[src/rtl/swc_pkg.sv]
package swc_pkg;
  typedef enum logic [1:0] {
    ST_RUN  = 2'd0,
    ST_STOP = 2'd1,
    ST_STAB = 2'd2
  } state_e;

  typedef enum logic [1:0] {
    ACT_NONE    = 2'd0,
    ACT_SERVICE = 2'd1,
    ACT_RESUME  = 2'd2,
    ACT_RESTART = 2'd3
  } act_e;
endpackage

[src/rtl/swc_wake_arb.sv]
module swc_wake_arb
  import swc_pkg::*;
(
  input  logic rst_ext,
  input  logic nmi_lvl,
  input  logic irq_lvl,
  input  logic mask_i,
  input  logic mask_x,
  output logic hit,
  output act_e act
);
  // Fixed priority: reset, then the unmaskable-for-wake line, then the maskable one.
  always_comb begin
    hit = 1'b0;
    act = ACT_NONE;
    if (rst_ext) begin
      hit = 1'b1;
      act = ACT_RESTART;
    end else if (nmi_lvl) begin
      hit = 1'b1;
      act = mask_x ? ACT_RESUME : ACT_SERVICE;
    end else if (irq_lvl && !mask_i) begin
      hit = 1'b1;
      act = ACT_SERVICE;
    end
  end
endmodule

[src/rtl/swc_stab_timer.sv]
module swc_stab_timer #(
  parameter int STAB_CYCLES = 64
) (
  input  logic clk,
  input  logic load,
  output logic zero
);
  localparam int CW = $clog2(STAB_CYCLES + 1);
  localparam logic [CW-1:0] LOAD_VAL = CW'(STAB_CYCLES);

  logic [CW-1:0] cnt;

  always_ff @(posedge clk) begin
    if (load)
      cnt <= LOAD_VAL;
    else if (cnt != '0)
      cnt <= cnt - 1'b1;
  end

  assign zero = (cnt == '0);
endmodule

[src/rtl/swc_dly_reg.sv]
module swc_dly_reg (
  input  logic clk,
  input  logic any_rst,
  input  logic wr_ok,
  input  logic dly_we,
  input  logic dly_d,
  output logic dly_q
);
  always_ff @(posedge clk) begin
    if (any_rst)
      dly_q <= 1'b1;
    else if (wr_ok && dly_we)
      dly_q <= dly_d;
  end
endmodule

[src/rtl/stop_wake_ctrl.sv]
module stop_wake_ctrl
  import swc_pkg::*;
#(
  parameter int STAB_CYCLES = 64
) (
  input  logic       clk,
  input  logic       por,
  input  logic       rst_ext,
  input  logic       stop_req,
  input  logic       irq_lvl,
  input  logic       nmi_lvl,
  input  logic       mask_i,
  input  logic       mask_x,
  input  logic       dly_we,
  input  logic       dly_d,
  output logic       clk_en,
  output logic [1:0] wake_act,
  output logic       ready,
  output logic       dly_en
);
  state_e state;
  act_e   act_q;
  act_e   arb_act;
  logic   arb_hit;
  logic   tmr_zero;
  logic   tmr_load;

  swc_wake_arb u_arb (
    .rst_ext (rst_ext),
    .nmi_lvl (nmi_lvl),
    .irq_lvl (irq_lvl),
    .mask_i  (mask_i),
    .mask_x  (mask_x),
    .hit     (arb_hit),
    .act     (arb_act)
  );

  // Counter restarts on power-on, on a delayed wake, and on reset during the delay.
  assign tmr_load = por
                  | ((state == ST_STOP) && arb_hit && (rst_ext || dly_en))
                  | ((state == ST_STAB) && rst_ext);

  swc_stab_timer #(.STAB_CYCLES(STAB_CYCLES)) u_tmr (
    .clk  (clk),
    .load (tmr_load),
    .zero (tmr_zero)
  );

  swc_dly_reg u_dly (
    .clk     (clk),
    .any_rst (por | rst_ext),
    .wr_ok   (state == ST_RUN),
    .dly_we  (dly_we),
    .dly_d   (dly_d),
    .dly_q   (dly_en)
  );

  always_ff @(posedge clk) begin
    if (por) begin
      state  <= ST_STAB;
      clk_en <= 1'b0;
      ready  <= 1'b0;
      act_q  <= ACT_RESTART;
    end else begin
      ready <= 1'b0;
      unique case (state)
        ST_RUN: begin
          if (rst_ext) begin
            act_q <= ACT_NONE;
          end else if (stop_req && !arb_hit) begin
            state  <= ST_STOP;
            clk_en <= 1'b0;
            act_q  <= ACT_NONE;
          end
        end
        ST_STOP: begin
          if (arb_hit) begin
            act_q <= arb_act;
            if (rst_ext || dly_en) begin
              state <= ST_STAB;
            end else begin
              state  <= ST_RUN;
              clk_en <= 1'b1;
              ready  <= 1'b1;
            end
          end
        end
        ST_STAB: begin
          if (rst_ext) begin
            act_q <= ACT_RESTART;
          end else if (tmr_zero) begin
            state  <= ST_RUN;
            clk_en <= 1'b1;
            ready  <= 1'b1;
          end
        end
        default: state <= ST_STAB;
      endcase
    end
  end

  assign wake_act = act_q;
endmodule

[config.mk]
export PLATFORM = sky130hd
export DESIGN_NAME = stop_wake_ctrl
export DESIGN_NICKNAME = d
export VERILOG_FILES = /design/src/rtl/swc_pkg.sv /design/src/rtl/swc_wake_arb.sv /design/src/rtl/swc_stab_timer.sv /design/src/rtl/swc_dly_reg.sv /design/src/rtl/stop_wake_ctrl.sv
export SDC_FILE = /design/constraint.sdc
export NUM_CORES = 1
export LEC_CHECK = 0
export BUFFER_PORTS_ARGS = -buffer_cell sky130_fd_sc_hd__buf_4
export CAP_MARGIN = 20
export CORE_ASPECT_RATIO = 1.1
export CORE_UTILIZATION = 52
export CTS_CLUSTER_SIZE = 40
export DETAILED_ROUTE_END_ITERATION = 10
export PLACE_DENSITY = 0.74
export SYNTH_ARGS = -nofsm -noshare
export SYNTH_HDL_FRONTEND = slang
export SYNTH_SLANG_ARGS = --single-unit
[constraint.sdc]
create_clock -name clk -period 2.3 [get_ports clk]
set_clock_uncertainty 0.2 [all_clocks]
set_input_delay 0.23 -clock clk [delete_from_list [all_inputs] [get_ports clk]]
set_output_delay 0.23 -clock clk [all_outputs]
set_load 0.005 [all_outputs]
==> results.sh <==
export IMPL_yosysTopAreaCell="dfxtp_1"
export IMPL_synth_top_family_by_area="simple AND/OR/NAND/NOR gates"
export IMPL_synth_ff_type="dfxtp_1"
export IMPL_start_util=0.567
export IMPL_reg2reg_depth=6
export IMPL_yosys_top_cells_area="dfxtp_1 35%, ha_1 9.4%, inv_1 3.3%, nand2_1 3.3%, xnor2_1 3.3%"
export IMPL_setup_tns_ns=0
export IMPL_clk_pin_slew_ns=0.09
export IMPL_die_w_um=39.3
export IMPL_die_area_um2=1690
export IMPL_area_delta_synth_final_pct=22.8
export IMPL_cts_root_buf="clkbuf_4"
export IMPL_ctsLongestPathBuffers=2
export IMPL_p_seq_frac=0.363
export IMPL_final_cell_count_no_fill=125
export IMPL_status="complete, no violations"
export IMPL_cp_max_fo=7
export IMPL_crit_required_ns=2.27
export IMPL_numCtsBuffers=3
export IMPL_wl_per_cell_um=12.9
export IMPL_setup_slack_ns=0.260
export IMPL_ys_seq_area_frac=0.353
export IMPL_cp_buffers_inverters=1
export IMPL_postSynth_asyncResetShare=0
export IMPL_crit_family="compound AO/OA/AOI/OAI gates"
export IMPL_syn_num_nets=105
export IMPL_grt_antenna_before_repair=0
export IMPL_grt_max_degree=9
export IMPL_holdPathStages=3
export IMPL_min_period_ns=2.04
export IMPL_num_rows=14
export IMPL_fillers=116
export IMPL_drt_pass1_iterations=5
export IMPL_finalSetupViolations=0
export IMPL_critical_path_max_stage_delay_ns=0.39
export IMPL_final_max_slew_viol_count=0
export IMPL_grt_pass1_vias=627
export IMPL_crit_chain="inv_1, ha_1, nor2_1, a311o_1, and2_1, a311o_1"
export IMPL_clock_latency_ns=0.28
export IMPL_hold_viol_final=0
export IMPL_rsz0062_at_grt="false"
export IMPL_p_total_mw=1.10
export IMPL_post_cts_buffers=0
export IMPL_grt_ovfl_total=0
export IMPL_fin_crit_sh=0.887
export IMPL_startpoint_type="register"
export IMPL_drc=0
export IMPL_cts_tree="done"
export IMPL_power_frac_clock=0.162
export IMPL_grtUsageTotal=0.227
export IMPL_hold_buffers=2
export IMPL_postCtsResizedCells=0
export IMPL_netSwitchingPower_mw=0.422
export IMPL_yosys_area_top_type_share=0.353
export IMPL_ys_ff_latch=14
export IMPL_place_inst=119
export IMPL_vias_per_cell=5.59
export IMPL_hpwl_um=1260
export IMPL_io_pins=15
export IMPL_max_clock_freq_mhz=490
export IMPL_crit_path_frequent_cell="a311o_1"
export IMPL_cts_sinks=14
export IMPL_synth_area_um2=795
export IMPL_ir_drop_mv=0.604
export IMPL_coreArea_um2=1400
export IMPL_synth_adder_area_share=0.0945
export IMPL_nets=126
export IMPL_syn_inst=89
export IMPL_cts_max_level=1
export IMPL_synth_cell_type_count=34
export IMPL_crit_type="reg -> reg"
export IMPL_gpl_final_weighted_congestion=0.694
export IMPL_antenna_cells=0
export IMPL_wirelength_um=1610
export IMPL_critPathArrivalTime_ns=2.01
export IMPL_swShare=0.382
export IMPL_fp_dieH_um=43.0
export IMPL_max_slew_margin=0.686
export IMPL_cp_depth=6
export IMPL_grt_first_pass_wirelength_um=2590
export IMPL_ys_warn_count=0
export IMPL_pre_cts_ws_ns=0.291
export IMPL_end_kind="register"
export IMPL_avgSynthCellArea_um2=8.93
export IMPL_synth_compound_area_frac=0.181
export IMPL_drtIter0Drc=13
export IMPL_synthSimpleGateAreaFrac=0.258
export IMPL_vias=699
export IMPL_synth_edf_count=0
export IMPL_cp_slowest_cell="a311o_1"
export IMPL_yosys_mux_area_fraction=0.0252
export IMPL_io_buffers=14
export IMPL_synth_xor_area_frac=0.0551
export IMPL_intPower_mw=0.682
export IMPL_drive_gt1_frac=0.211
export IMPL_antenna_left=0
export IMPL_p_per_area_nw_per_um2=1130
export IMPL_worst_pin_slew_ns=0.468
export IMPL_leakage_nw=0.421
export IMPL_postLayoutCoreUtil=0.696
export IMPL_drv_cap=0
export IMPL_min_path_type="in -> reg"
export IMPL_p_comb_frac=0.475
kinds of logic (layout without fill, tap and decap cells):
group,after synthesis,in the layout
xor gates and xnor gates,5,5
DFF,14,14
adders and majority gates,6,6
and+or+nand+nor,36,36
AOI/OAI and AO/OA,19,19
muxes,2,2
buffers and inverters,7,27
power groups by stage:
stage / Sequential, mW / Clock [mW] / Combinational (mW)
after floorplan: 0.392 / 0 / 0.399
after global placement: 0.403 / 0 / 0.511
after detailed placement: 0.406 / 0 / 0.522
after CTS: 0.400 / 0.182 / 0.528
after global routing: 0.411 / 0.193 / 0.585
final: 0.400 / 0.179 / 0.525
cell usage in the layout, fill, tap and decap left out, drive strengths merged, types with 2 or more instances in the layout:
| cell | synthesis | layout |
|---|---|---|
| buf | 0 | 14 |
| nor3 | 5 | 5 |
| o21ai | 4 | 4 |
| dlygate4sd3 | 0 | 2 |
| xnor2 | 3 | 3 |
| nor2 | 7 | 7 |
| ha | 6 | 6 |
| nand3 | 4 | 4 |
| xor2 | 2 | 2 |
| nand2b | 2 | 2 |
| a311o | 2 | 2 |
| clkbuf | 0 | 4 |
| o31ai | 2 | 2 |
| nor2b | 3 | 3 |
| a31oi | 2 | 2 |
| nand2 | 7 | 7 |
| dfxtp | 14 | 14 |
| mux2i | 2 | 2 |
| inv | 7 | 7 |
| o211ai | 2 | 2 |
Yosys cell counts (2+ instances only):
cell type and number:
nor2b_1 3, nand2_1 7, dfxtp_1 14, o21ai_0 3, o211ai_1 2, xor2_1 2
mux2i_1 2, nand2b_1 2, a31oi_1 2, nor2_1 6, ha_1 6, nand3_1 4
inv_1 7, xnor2_1 3, a311o_1 2, nor3_1 5, o31ai_1 2
tightest hold or removal path: stages:
cell     delay, ns
buf_4         0.08
nand3_1       0.07
nand3_1       0.08
layout make-up:
class	count	area, um2	area share
timing repair buffer	16	125	0.128
tap	16	20.0	0.0205
clock buffer	4	36.3	0.0372
sequential	14	280	0.287
inverter	7	26.3	0.0269
multi-input combinational	68	488	0.500
final timing paths:
kind	startpoint	to	slack, ns
worst max-delay path	state[0]	wake_act[0]	0.26
worst min-delay path	dly_we	u_dly.dly_q	0.008
worst max register to register	state[0]	wake_act[0]	0.26
worst min register to register	clk_en	clk_en	0.28
per-stage QoR:
step,area (um2),hold WS (ns)
2_1_floorplan,795,0.136
3_5_place_dp,920,0.268
5_1_grt,976,0.00787
4_1_cts,976,0.00743
6_report,976,0.00786
3_3_place_gp,920,0.253
sequential cells by signal, indices dropped and copies added, names as in the netlist:
register     cells
state            2
u_dly.dly_q      1
u_tmr.cnt        7
ready            1
wake_act         2
clk_en           1
per-layer routing:
metal / routed length (um) / part of all wire / global-route usage
met3: 67 / 0.042 / 0.0524
met5: 0 / 0 / 0
met4: 19 / 0.012 / 0.124
met1: 694 / 0.43 / 0.258
met2: 827 / 0.51 / 0.373
(Power assumes the default switching activity.)
